<file path="src/rtl/syn_cfg_pkg.sv">
package syn_cfg_pkg;
    localparam int FREQ_W = 20;
    localparam int ENH_W  = 8;

    typedef enum logic [1:0] {
        ST_PRI = 2'd0,
        ST_IMG = 2'd1,
        ST_ENH = 2'd2
    } tgt_state_t;
endpackage

</file>
<file path="src/rtl/syn_edge_det.sv">
module syn_edge_det #(
    parameter int N = 2
) (
    input  logic         clk,
    input  logic         rst_n,
    input  logic [N-1:0] sig,
    output logic [N-1:0] rise
);
    logic [N-1:0] prev_q;

    for (genvar i = 0; i < N; i++) begin : g_bit
        always_ff @(posedge clk) begin
            if (!rst_n) prev_q[i] <= 1'b0;
            else        prev_q[i] <= sig[i];
        end
        assign rise[i] = sig[i] & ~prev_q[i];
    end
endmodule

</file>
<file path="src/rtl/syn_shift_reg.sv">
module syn_shift_reg #(
    parameter int W = 20
) (
    input  logic         clk,
    input  logic         rst_n,
    input  logic         en,
    input  logic         din,
    output logic [W-1:0] q
);
    always_ff @(posedge clk) begin
        if (!rst_n)  q <= '0;
        else if (en) q <= {din, q[W-1:1]};
    end

    assert_hold_when_idle_R4: assert property (@(posedge clk) disable iff (!rst_n)
        !en |=> $stable(q))
        else $error("unselected shift register changed");

    assert_lsb_first_R1: assert property (@(posedge clk) disable iff (!rst_n)
        en |=> (q[W-1] == $past(din)) && (q[W-2:0] == $past(q[W-1:1])))
        else $error("shift order wrong");
endmodule

</file>
<file path="src/rtl/syn_cfg_port.sv">
module syn_cfg_port
    import syn_cfg_pkg::*;
#(
    parameter int FW = FREQ_W,
    parameter int EW = ENH_W
) (
    input  logic          clk,
    input  logic          rst_n,
    input  logic          sclk,
    input  logic          sdata,
    input  logic          sec_wr,
    input  logic          enh_wr,
    input  logic          img_sel,
    input  logic          fsel,
    input  logic          enh_n,
    output logic [FW-1:0] freq_word,
    output logic [EW-1:0] enh_out,
    output logic          dout
);
    localparam int NEDGE = 2;

    tgt_state_t    state_q, state_d;
    logic [NEDGE-1:0] edge_in, edge_rise;
    logic          sclk_rise, swr_rise;
    logic          en_pri, en_img, en_enh;
    logic [FW-1:0] pri_q, img_q, sec_q;
    logic [EW-1:0] enh_q;

    assign edge_in   = {sec_wr, sclk};
    assign sclk_rise = edge_rise[0];
    assign swr_rise  = edge_rise[1];

    syn_edge_det #(.N(NEDGE)) u_edge (
        .clk   (clk),
        .rst_n (rst_n),
        .sig   (edge_in),
        .rise  (edge_rise)
    );

    // next-state selection: enhancement over image over primary
    always_comb begin
        if (enh_wr)       state_d = ST_ENH;
        else if (img_sel) state_d = ST_IMG;
        else              state_d = ST_PRI;
    end

    always_ff @(posedge clk) begin
        if (!rst_n) state_q <= ST_PRI;
        else        state_q <= state_d;
    end

    // outputs of the state machine: shift enables
    always_comb begin
        en_pri = 1'b0;
        en_img = 1'b0;
        en_enh = 1'b0;
        unique case (state_q)
            ST_PRI:  en_pri = sclk_rise;
            ST_IMG:  en_img = sclk_rise;
            ST_ENH:  en_enh = sclk_rise;
            default: ;
        endcase
    end

    syn_shift_reg #(.W(FW)) u_pri (
        .clk(clk), .rst_n(rst_n), .en(en_pri), .din(sdata), .q(pri_q)
    );
    syn_shift_reg #(.W(FW)) u_img (
        .clk(clk), .rst_n(rst_n), .en(en_img), .din(sdata), .q(img_q)
    );
    syn_shift_reg #(.W(EW)) u_enh (
        .clk(clk), .rst_n(rst_n), .en(en_enh), .din(sdata), .q(enh_q)
    );

    always_ff @(posedge clk) begin
        if (!rst_n)        sec_q <= '0;
        else if (swr_rise) sec_q <= pri_q;
    end

    assign freq_word = fsel ? img_q : sec_q;
    assign enh_out   = enh_n ? '0 : enh_q;
    assign dout      = ~enh_n & img_q[0];

    assert_sec_copy_R5: assert property (@(posedge clk) disable iff (!rst_n)
        swr_rise |=> sec_q == $past(pri_q))
        else $error("secondary did not take primary");

    assert_sec_hold_R5: assert property (@(posedge clk) disable iff (!rst_n)
        !swr_rise |=> $stable(sec_q))
        else $error("secondary changed without strobe");

    assert_enh_priority_R3: assert property (@(posedge clk) disable iff (!rst_n)
        enh_wr |=> state_q == ST_ENH)
        else $error("enhancement target lost priority");

    assert_img_priority_R3: assert property (@(posedge clk) disable iff (!rst_n)
        (!enh_wr && img_sel) |=> state_q == ST_IMG)
        else $error("image target not chosen");

    assert_gate_off_R7: assert property (@(posedge clk) disable iff (!rst_n)
        enh_n |-> (enh_out == '0) && !dout)
        else $error("gated outputs active while enh_n high");

    assert_reset_clear_R9: assert property (@(posedge clk)
        !rst_n |=> (sec_q == '0) && (pri_q == '0) && (img_q == '0) && (enh_q == '0))
        else $error("reset did not clear registers");
endmodule

</file>
<file path="config.mk">
export PLATFORM = sky130hd
export DESIGN_NAME = syn_cfg_port
export DESIGN_NICKNAME = d
export VERILOG_FILES = /design/src/rtl/syn_cfg_pkg.sv /design/src/rtl/syn_edge_det.sv /design/src/rtl/syn_shift_reg.sv /design/src/rtl/syn_cfg_port.sv
export SDC_FILE = /design/constraint.sdc
export NUM_CORES = 1
export LEC_CHECK = 0
export BUFFER_PORTS_ARGS = -buffer_cell sky130_fd_sc_hd__buf_2
export CORE_MARGIN = 3
export CORE_UTILIZATION = 54
export CTS_BUF_LIST = sky130_fd_sc_hd__clkbuf_2
export DETAILED_ROUTE_END_ITERATION = 16
export PLACE_DENSITY_LB_ADDON = 0.12
export SYNTH_ARGS = -nofsm -noshare
export SYNTH_HDL_FRONTEND = slang
export SYNTH_SLANG_ARGS = --single-unit
</file>
<file path="constraint.sdc">
create_clock -name clk -period 1.2 [get_ports clk]
set_clock_uncertainty 0.05 [all_clocks]
set_input_delay 0.06 -clock clk [delete_from_list [all_inputs] [get_ports clk]]
set_output_delay 0.06 -clock clk [all_outputs]
set_load 0.01 [all_outputs]
</file>
==> impl_metrics.ini <==
[run_status]
status = finished with violations
violations = negative setup slack

[die]
num_io_pins = 38
die_height_microns = 79.9
die-area_sq_um = 6380
die_x_microns = 79.9
core_sq_um = 5200
start_util_pct = 56.6
rows = 26

[min_path]
hold_path.class = input port to flop
min_path_cells = 3
min_from = sec_wr
whs_endpoint = u_edge.prev_q[1]$_SDFF_PN0_

[layout]
diodes = 0
area_growth_pct = 53.8
finish.utilization_pct = 87.1
layout-drive-gt1-share_pct = 52.1
instances_no_fill = 500
fin_nets = 435
fin_area_sq_um = 4530

[place]
dpl-instance-area_sq_um = 3230
io_buffers = 37
dp.cells = 431
dp_slack_ps = -92.2
place.gp.congestion = 0.713
dp_hpwl_microns = 3840

[yosys]
synthFlopType = dfxtp_1
synthSimpleGateAreaFrac_pct = 24.4
syn_area_sq_um = 2950
synth-compound-area-share_pct = 13.5
yosys.cell_types.count = 25
yosys.area.top_type = dfxtp_1
synthMuxAreaShare_pct = 7.64
synth_warnings = 0
yosys.cell_count.top_type = nand2_1
ys_seq_area_share_pct = 48.9
synthXorXnorAreaFrac_pct = 0
synthArstFlopShare_pct = 0
synth_edf_count = 0
synth_common_cells = nand2_1, dfxtp_1, nand3_1
synth_fa_ha_area_share_pct = 0
synth_top_family_by_area = simple AND/OR/NAND/NOR gates
syn-num-nets = 353
synth_top_area_share_pct = 48.9
yosys-top-cells-area = dfxtp_1, nand2_1, nand3_1, mux2_2, o21ai_0
syn-instance-count = 344
syn_avg_cell_area_sq_um = 8.57
ys_seq_elements = 72

[grt]
grt_pass1_wl_microns = 12800
antenna_found_initial = 0
grt-ovfl-total = 0
grt_max_degree = 41
grt_pass1_vias = 2607
grtUsageTotal_pct = 26.2

[worst_setup_path]
r2r_setup_slack_ps = -260
r2r_end = u_img.q[14]$_SDFFE_PN0P_
crit_path_end_kind = flop
crit_type = flop to flop
r2r_start = u_edge.prev_q[0]$_SDFF_PN0_
crit_fanout = 7
required_ps = 1580
startpoint_type = flop
worstPathArrival_ps = 1840
r2r_cells = 5

[route]
vias = 2966
ant_nets = 0
wirelength_microns = 9990
vias_per_cell = 5.93
drc = 0
drtPass1Iterations = 5
drt_iter0_drc = 346
routedWlPerCell_microns = 20.0

[pwr]
finalPower_mw = 4.43
vdd_ir_drop_max_v = 0.000758
p_leak_nw = 1.74
power_density_nw_per_um2 = 978

[clock_tree]
cts_inserted_buffers = 9
clkTransAtPathRegs_ps = 190
cts.sinks = 72
cts_buffer_depth = 2
root_buffer = clkbuf_2
cts_tree = built
clock_latency_ps = 510
htree_levels = 3

[sta]
layout_min_cycle_time_ps = 1460
setup_viol = 77
holdWs_ps = 291
final.setup.worst_slack_ps = -264
slew_violations = 0
worst_pin_slew_ps = 276
slew-limit-headroom_pct = 81.5
finalHoldViolations = 0
rsz0062_at_grt = true
post-route-period-util_pct = 122
fmax_mhz = 683
setup_tns_ps = -12290

[flow_run]
drv_cap = 0
[cell families after synthesis]
| kind of cell | after synthesis |
|---|---|
| AO/OA/AOI/OAI | 68 |
| multiplexers | 20 |
| flip-flops | 72 |
| AND/OR/NAND/NOR | 155 |
| buffers and inverters | 29 |
[layer usage]
layer / share of wire [%] / wire (microns) / GRT usage [%]
met1: 40 / 3980 / 34.2
met2: 51 / 5060 / 40.5
met3: 5.6 / 559 / 6.77
met4: 4.0 / 396 / 12.0
met5: 0 / 0 / 0
[final cells by class]
type | count | area (sq um)
clock buffer | 10 | 50.0
clock inverter | 5 | 72.6
fill | 233 | 672
multi-input combinational | 243 | 1710
sequential | 72 | 1500
tap | 70 | 87.6
timing repair buffer | 100 | 1110
[cells in the final DEF, fill, tap and decap left out, drive strengths merged]
cell type    netlist  routed
and2               3       3
nand3             48      48
mux2              20      20
o21ai             48      48
clkinv             0       3
nand2             89      89
buf               17      91
nor2               1       1
nor4b              1       1
bufinv             0       2
dlygate4sd3        0       6
a21boi            20      20
nand2b             1       1
and4bb             1       1
dfxtp             72      72
clkbuf            12      13
nor4bb             1       1
nor2b             10      10
[registers in the layout, summed over array words and instances (netlist names)]
register       cells
sec_q             20
u_img.q           20
u_pri.q           20
u_enh.q            8
state_q            2
u_edge.prev_q      2
[worst max-delay path by stage]
stage | from | end | slack, ps | cells past startpoint
after detailed placement | state_q[0]$_SDFF_PP0_ | u_enh.q[5]$_SDFFE_PN0P_ | -90 | 4
after floorplan | state_q[0]$_SDFF_PP0_ | u_pri.q[1]$_SDFFE_PN0P_ | 30 | 3
after global routing | u_edge.prev_q[0]$_SDFF_PN0_ | u_img.q[12]$_SDFFE_PN0P_ | -330 | 5
final | u_edge.prev_q[0]$_SDFF_PN0_ | u_img.q[14]$_SDFFE_PN0P_ | -260 | 5
after global placement | state_q[0]$_SDFF_PP0_ | u_enh.q[5]$_SDFFE_PN0P_ | -70 | 4
after CTS | u_img.q[17]$_SDFFE_PN0P_ | freq_word[17] | -170 | 2
[repair_timing]
action                     in CTS  in global routing
setup buffers                  30                  8
pin swaps                       3                 12
gates resized for setup       115                 87
hold endpoints to repair       19                  0
hold buffers                    6                  0
setup endpoints to repair      61                 81
cloned                          6                  6
[where the power goes]
| part | switching [mW] | total, mW | leakage (nW) | internal, mW |
|---|---|---|---|---|
| clock | 0.859 | 1.53 | 0.0768 | 0.672 |
| combinational | 0.259 | 0.485 | 1.06 | 0.226 |
| sequential | 0.0127 | 2.42 | 0.603 | 2.40 |
[critical path, cell delays in order, from the launching register on]
cell      delay [ps]
dfxtp_4          400
buf_6            120
and4bb_4         440
buf_12           180
nand3_1          100
o21ai_1          120
Note: power is estimated with default switching activity, not from simulation.
